## src/rtl/useq_pkg.sv

```systemverilog
package useq_pkg;

    localparam int unsigned UQ_AW    = 6;
    localparam int unsigned UQ_CW_W  = 16;
    localparam int unsigned UQ_SEL_W = 3;
    localparam int unsigned UQ_UI_W  = UQ_CW_W + 1 + UQ_SEL_W + UQ_AW;
    localparam int unsigned UQ_DEPTH = 1 << UQ_AW;

    // Status-select codes; order is behaviour
    typedef enum logic [UQ_SEL_W-1:0] {
        CS_FALSE = 3'd0,
        CS_TRUE  = 3'd1,
        CS_C     = 3'd2,
        CS_NC    = 3'd3,
        CS_Z     = 3'd4,
        CS_NZ    = 3'd5,
        CS_S     = 3'd6,
        CS_V     = 3'd7
    } cond_sel_e;

    typedef enum logic {
        SRC_FIELD = 1'b0,
        SRC_EXT   = 1'b1
    } addr_src_e;

    // Microinstruction: [25:20] next, [19:17] select, [16] source, [15:0] control
    typedef struct packed {
        logic [UQ_AW-1:0]   nxt;
        cond_sel_e          sel;
        addr_src_e          src;
        logic [UQ_CW_W-1:0] cw;
    } uinstr_t;

    typedef struct packed {
        logic c;
        logic z;
        logic s;
        logic v;
    } flags_t;

    typedef enum logic {
        ST_FETCH = 1'b0,
        ST_STEP  = 1'b1
    } seq_state_e;

endpackage

```

## src/rtl/useq_store.sv

```systemverilog
module useq_store #(
    parameter int unsigned AW = 6,
    parameter int unsigned DW = 26
) (
    input  logic          clk,
    input  logic          rst_n,
    input  logic          wr_en,
    input  logic [AW-1:0] wr_addr,
    input  logic [DW-1:0] wr_data,
    input  logic          rd_en,
    input  logic [AW-1:0] rd_addr,
    output logic [DW-1:0] rd_q
);

    localparam int unsigned DEPTH = 1 << AW;

    logic [DW-1:0] mem [DEPTH];

    always_ff @(posedge clk) begin
        if (wr_en) begin
            mem[wr_addr] <= wr_data;
        end
    end

    // Read register doubles as the control data register
    always_ff @(posedge clk) begin
        if (!rst_n) begin
            rd_q <= '0;
        end else if (rd_en) begin
            rd_q <= mem[rd_addr];
        end
    end

endmodule

```

## src/rtl/useq_cond_mux.sv

```systemverilog
module useq_cond_mux
    import useq_pkg::*;
(
    input  cond_sel_e sel,
    input  flags_t    flags,
    output logic      cond
);

    always_comb begin
        unique case (sel)
            CS_FALSE: cond = 1'b0;
            CS_TRUE:  cond = 1'b1;
            CS_C:     cond = flags.c;
            CS_NC:    cond = ~flags.c;
            CS_Z:     cond = flags.z;
            CS_NZ:    cond = ~flags.z;
            CS_S:     cond = flags.s;
            CS_V:     cond = flags.v;
            default:  cond = 1'b0;
        endcase
    end

endmodule

```

## src/rtl/useq_next_addr.sv

```systemverilog
module useq_next_addr
    import useq_pkg::*;
#(
    parameter int unsigned AW = 6
) (
    input  logic [AW-1:0] cur,
    input  logic          cond,
    input  addr_src_e     src,
    input  logic [AW-1:0] field_addr,
    input  logic [AW-1:0] ext_addr,
    output logic [AW-1:0] nxt
);

    logic [AW-1:0] load_addr;
    logic [AW-1:0] inc_addr;

    assign inc_addr  = cur + AW'(1);
    assign load_addr = (src == SRC_EXT) ? ext_addr : field_addr;
    assign nxt       = cond ? load_addr : inc_addr;

endmodule

```

## src/rtl/useq_sequencer.sv

```systemverilog
module useq_sequencer
    import useq_pkg::*;
#(
    parameter int unsigned AW   = UQ_AW,
    parameter int unsigned CW_W = UQ_CW_W,
    parameter int unsigned UI_W = UQ_UI_W
) (
    input  logic            clk,
    input  logic            rst_n,
    input  logic            flag_c,
    input  logic            flag_z,
    input  logic            flag_s,
    input  logic            flag_v,
    input  logic [AW-1:0]   ext_addr,
    input  logic            ld_en,
    input  logic [AW-1:0]   ld_addr,
    input  logic [UI_W-1:0] ld_data,
    output logic [CW_W-1:0] ctrl_word,
    output logic            step_en,
    output logic [AW-1:0]   car
);

    seq_state_e    state_q;
    seq_state_e    state_d;
    logic          rd_en;
    logic [UI_W-1:0] cdr_raw;
    uinstr_t       ui;
    flags_t        flags;
    logic          cond;
    logic [AW-1:0] car_nxt;

    assign flags = '{c: flag_c, z: flag_z, s: flag_s, v: flag_v};

    useq_store #(
        .AW (AW),
        .DW (UI_W)
    ) u_store (
        .clk     (clk),
        .rst_n   (rst_n),
        .wr_en   (ld_en),
        .wr_addr (ld_addr),
        .wr_data (ld_data),
        .rd_en   (rd_en),
        .rd_addr (car),
        .rd_q    (cdr_raw)
    );

    assign ui = uinstr_t'(cdr_raw);

    useq_cond_mux u_cond (
        .sel   (ui.sel),
        .flags (flags),
        .cond  (cond)
    );

    useq_next_addr #(
        .AW (AW)
    ) u_next (
        .cur        (car),
        .cond       (cond),
        .src        (ui.src),
        .field_addr (ui.nxt),
        .ext_addr   (ext_addr),
        .nxt        (car_nxt)
    );

    // State register
    always_ff @(posedge clk) begin
        if (!rst_n) begin
            state_q <= ST_FETCH;
        end else begin
            state_q <= state_d;
        end
    end

    // Next state and state-decoded outputs
    always_comb begin
        state_d = state_q;
        rd_en   = 1'b0;
        step_en = 1'b0;
        unique case (state_q)
            ST_FETCH: begin
                rd_en   = 1'b1;
                state_d = ST_STEP;
            end
            ST_STEP: begin
                step_en = 1'b1;
                state_d = ST_FETCH;
            end
            default: state_d = ST_FETCH;
        endcase
    end

    // Control address register
    always_ff @(posedge clk) begin
        if (!rst_n) begin
            car <= '0;
        end else if (state_q == ST_STEP) begin
            car <= car_nxt;
        end
    end

    assign ctrl_word = ui.cw;

    AST_STEP_AFTER_STEP: assert property (@(posedge clk) disable iff (!rst_n)
        step_en |=> !step_en);
    AST_STEP_AFTER_FETCH: assert property (@(posedge clk) disable iff (!rst_n)
        !step_en |=> step_en);
    AST_CW_HOLD_STEP: assert property (@(posedge clk) disable iff (!rst_n)
        step_en |=> $stable(ctrl_word));
    AST_CAR_HOLD_FETCH: assert property (@(posedge clk) disable iff (!rst_n)
        !step_en |=> (car == $past(car)));
    AST_LOAD_FIELD: assert property (@(posedge clk) disable iff (!rst_n)
        (step_en && cond && ui.src == SRC_FIELD) |=> (car == $past(ui.nxt)));
    AST_LOAD_EXT: assert property (@(posedge clk) disable iff (!rst_n)
        (step_en && cond && ui.src == SRC_EXT) |=> (car == $past(ext_addr)));
    AST_INCR_WRAP: assert property (@(posedge clk) disable iff (!rst_n)
        (step_en && !cond) |=> (car == AW'($past(car) + AW'(1))));

endmodule

```

## config.mk

```make
export PLATFORM = sky130hd
export DESIGN_NAME = useq_sequencer
export DESIGN_NICKNAME = d
export VERILOG_FILES = /design/src/rtl/useq_pkg.sv /design/src/rtl/useq_store.sv /design/src/rtl/useq_cond_mux.sv /design/src/rtl/useq_next_addr.sv /design/src/rtl/useq_sequencer.sv
export SDC_FILE = /design/constraint.sdc
export NUM_CORES = 2
export LEC_CHECK = 0
export BUFFER_PORTS_ARGS = -buffer_cell sky130_fd_sc_hd__buf_2
export CAP_MARGIN = 15
export CORE_MARGIN = 1
export CORE_UTILIZATION = 41
export DETAILED_ROUTE_END_ITERATION = 16
export PLACE_DENSITY = 0.59
export SETUP_SLACK_MARGIN = 0.3
export SKIP_LAST_GASP = 1
export SYNTH_ARGS = -nofsm -noshare
export SYNTH_HDL_FRONTEND = slang
export SYNTH_HIERARCHICAL = 1
export SYNTH_SLANG_ARGS = --single-unit
```

## constraint.sdc

```tcl
create_clock -name clk -period 3.2 [get_ports clk]
set_input_delay 0.32 -clock clk [delete_from_list [all_inputs] [get_ports clk]]
set_output_delay 0.32 -clock clk [all_outputs]
set_load 0.1 [all_outputs]
```

Yosys cells after proc, flatten, opt, wreduce, memory -nomap -nowiden
Memory sizes are Yosys's and may differ from the RTL's. A register that Yosys moved wholly into a read port is not among the register bits.
Cells that the tools add are included.
{ "totals": {"ff_bits": 7, "latchBits": 0, "mem_bits_rw": 1664, "romBits": 0, "inputBits": 45, "out_inout_bits": 23, "wordCells": 24, "memories": 1} }
{ "memory_table": {"columns": ["name", "depth", "word_bits", "read_ports", "rd_clocked_by_memory_dff", "wr", "line", "source"], "rows": [
  ["u_store.mem", 64, 26, 1, 1, 1, "useq_store.sv:17", "logic [DW-1:0] mem [DEPTH];"]
]} }
{ "classes": {"add_sub_neg": 1, "multipliers": 0, "div_mod_pow": 0, "order_cmp": 0, "eq_ne": 7, "n_shift": 0, "n_mux": 7, "bitwise": 3, "reduce_logical": 3} }
{ "op_table": {"columns": ["operator", "n"], "rows": [
  ["equality test 3 bit, second input constant", 4],
  ["2-to-1 mux 6 bit", 2],
  ["case mux 1 bit (8 select lines)", 1],
  ["adder 6 x 1 -> 6 bit, second input constant", 1],
  ["equality test 3 x 2 -> 1 bit, second input constant", 2],
  ["equality test 3 x 1 -> 1 bit, second input constant", 1],
  ["logical NOT 3 bit", 1],
  ["2-to-1 mux 1 bit", 3],
  ["NOT 1 bit", 3],
  ["logical NOT 1 bit", 2],
  ["case mux 1 bit (2 select lines)", 1]
]} }

Depth between registers and ports, before layout
{ "depth": {"depth_word": 3, "mapped_depth": 10, "ltp_nobuf": 7} }

By module
Netlist, hierarchy kept.
{ "by_module_without_submodules": {"columns": ["mod", "n_inst", "cells_per_inst", "area_each_um2", "seq_area_each_um2"], "rows": [
  ["useq_store", 1, 3245, 64824.7, 50488.4],
  ["useq_sequencer", 1, 22, 261.5, 140.1],
  ["useq_next_addr", 1, 27, 198.9, 0.0],
  ["useq_cond_mux", 1, 9, 60.1, 0.0]
]} }

Worst setup path before layout
OpenSTA, ideal clock, no wires.
{ "synth_timing": {"path_type": "input port to flip-flop", "from": "input ld_addr[5]", "to": "memory u_store.mem[48][0] (enable)", "setup_ns": 0.442, "arrival_ns": 2.803, "t_required_ns": 2.758, "path_slack_ns": -0.045, "path_stages": 4, "path_buffers": 1, "path_cell_list": "clkbuf_1 > nand3_1 > or3_1 > nor3_1"} }
{ "synth_rtl": {"columns": ["element", "line", "source"], "rows": [
  ["from (decl)", "useq_sequencer.sv:16", "input logic [AW-1:0] ld_addr,"],
  ["to (decl)", "useq_store.sv:17", null]
]} }
No word-level cell before the write port.

==> impl_metrics.yaml <==
status:
  outcome: "finished clean"
cts:
  clock_latency_ns: 0.81
  clk_pin_slew_ns: 0.06
  root_buffer: "clkbuf_16"
  cts_tree: "done"
  clockBufferDepth: 3
  htreeDepth: 4
  cts_buffers: 165
  clock_sinks: 1697
grt:
  met1_usage: 0.310
  grt_util_met2: 0.322
  top_usage_layer: "met2"
  track_usage: 0.215
  grt_max_degree: 65
  grt_pass1_wl_mm: 246
  gr-usage-met3: 0.0583
  antenna_found_initial: 14
  gr-total-overflow: 0
  grt_pass1_vias: 33200
floorplanning:
  coreArea_um2: 158000
  fp.dieArea_um2: 161000
  die_h_um: 401
  ios: 68
  start_util: 0.413
  die_x_um: 401
  row_count: 146
worst_setup_path:
  worstPathMaxFanout: 35
  cpMaxStageDelayCell: "nor3_1"
  crit_start: "car[3]$_SDFFE_PN0P_"
  crit_chain: "nand2b_4 -> buf_12 -> buf_12 -> o22ai_1 -> nor3_1 -> nor4_1 -> o221ai_1"
  required_ns: 3.91
  critical_path_arrival_ns: 3.62
  reg2reg_setup_slack_ns: 0.29
  critical_path.max_stage_delay_ns: 0.70
  worstSetupPathType: "flip-flop to flip-flop"
  worstSetupStartpointType: "flip-flop"
  r2r_start: "car[3]$_SDFFE_PN0P_"
  endpoint_kind: "flip-flop"
  path_common_cell: "buf_12"
final_layout:
  nNetsFinal: 3679
  n_fill_cell: 12900
  area_growth_pct: 16.0
  instances_no_fill: 5836
  drive_gt1_frac: 0.319
  fin_util: 0.479
pwr:
  p_leak_uw: 0.0236
  p_per_area_nw_per_um2: 673
  p_total_uw: 51000
  peakVddDrop_mv: 0.549
timing:
  setup_tns_ns: 0
  tightest_slew_ns: 1.16
  fmax_ghz: 0.344
  slew_viol_final: 0
  grt_setup_unrepaired: "yes"
  min_period_over_period: 0.909
  setup_ws_ns: 0.292
  skew_ns: 0.0300
  finalSetupViolCount: 0
  maxSlewHeadroom: 0.228
  hold_violations: 0
  finalCriticalPeriod_ns: 2.91
routing:
  drt-total-wl_mm: 174
  wire_per_inst_um: 29.7
  antenna_left: 0
  drt_first_iter_violations: 3834
  dr.pass1.iters: 5
  vias_per_cell: 5.79
  vias: 33800
  drc: 0
logic_synthesis:
  ys.flop_type: "edfxtp_1"
  synth_seq_cells: 1697
  ys_async_sr_fraction: 0
  syn_area_um2: 65300
  avgSynthCellArea_um2: 19.8
  synth_cell_type_count: 42
  yosysTopAreaCell: "edfxtp_1"
  synthTopCellsByCount: "edfxtp_1 (1664), mux2_2 (313), mux4_2 (208)"
  synthTopCellsByArea: "edfxtp_1 (76%), mux4_2 (7.2%), mux2_2 (5.4%)"
  synth_nets: 3349
  synth_cells: 3303
  yosysSeqAreaShare: 0.775
  synth_edf_count: 1664
  yosysMostFrequentCell: "edfxtp_1"
  yosysTopAreaCellShare: 0.765
  yosysWarnings: 6
worst_hold_path:
  hp-class: "input pin to flip-flop"
  hold_start: "ext_addr[4]"
placed_design:
  dp_hpwl_mm: 102
  dp_cells: 5525
  gp_congestion: 0.793
  portBuffers: 67
  place_ws_ns: -0.183
job:
  maxCapViolations: 0
## state kept, by name, summed over array words and instances (netlist names)
name	flops
car	6
state_q	1
u_store/mem	1664
u_store/rd_q	26
## cells in the final DEF (no fill, tap or decap), drive strengths merged, types with 4 or more instances in the layout
cell type and instances:
nor2b 114, a211oi 104, o21ai 107, buf 362
nand2b 4, mux2 314, clkbuf 210, bufinv 9
dfxtp 33, nor4 52, nand3 9, nand3b 29
mux4 208, mux2i 13, a22o 104, inv 8
clkinv 67, o221ai 26, nor3 107, edfxtp 1664
o22ai 104, nand2 14, nor2 72, dlygate4sd3 5
## critical path, delay by kind of cell, from the launching register on
family,cells,cell delay (ns)
compound gates,2,0.31
buf+inv,2,0.50
flops,1,0.65
simple gates,3,1.32
## path summary, 6_finish.rpt
path,end,cells after the start
max,u_store/rd_q[11]$_SDFFE_PN0P_,7
min,car[4]$_SDFFE_PN0P_,5
max reg2reg,u_store/rd_q[11]$_SDFFE_PN0P_,7
min reg2reg,u_store/rd_q[0]$_SDFFE_PN0P_,2
## final cells by class
class / instances / area, um^2 / share of cell area
inverter: 1 / 3.75 / 0.0000495
clock inverter: 86 / 687 / 0.00906
tap: 2072 / 2590 / 0.0342
multi-input combinational: 1401 / 14200 / 0.188
timing repair buffer: 367 / 3170 / 0.0418
antenna: 2 / 5.00 / 0.0000660
sequential: 1697 / 50600 / 0.668
clock buffer: 210 / 4480 / 0.0591
## metrics by stage
step	instance area, um^2	hold WS (ns)
detailed placement	70400	0.490
finish	75800	0.0551
CTS	75700	0.00648
global route	75800	0.0476
global placement	70400	0.479
floorplan	65400	0.419
## power breakdown
group	leakage, uW	total, uW	switching, uW	internal [uW]
registers	0.0152	24900	235	24600
clock network	0.00254	18800	8170	10600
logic	0.00581	7380	4500	2880
total	0.0236	51000	12900	38100
## logic make-up after synthesis
| group | share of synthesized area |
|---|---|
| adders and majority gates | 0.000191 |
| muxes | 0.128 |
| buffers and inverters | 0.0140 |
| xor gates and xnor gates | 0.000402 |
| DFF | 0.775 |
| and+or+nand+nor | 0.0346 |
| AOI/OAI and AO/OA | 0.0482 |
## what timing repair did
item                                    CTS  global route
buffers inserted                          3             3
endpoints found under the hold margin    28             0
hold buffers                              5             0
endpoints found under the setup margin    9             7
gates resized for setup                   6             5
## layer usage
layer	wire, um	vias up
met5	85	-
met4	4040	16
met3	17000	200
met2	78800	1394
met1	73700	17900
li1	-	14300
No activity file was read; power rests on OpenSTA's default activity.
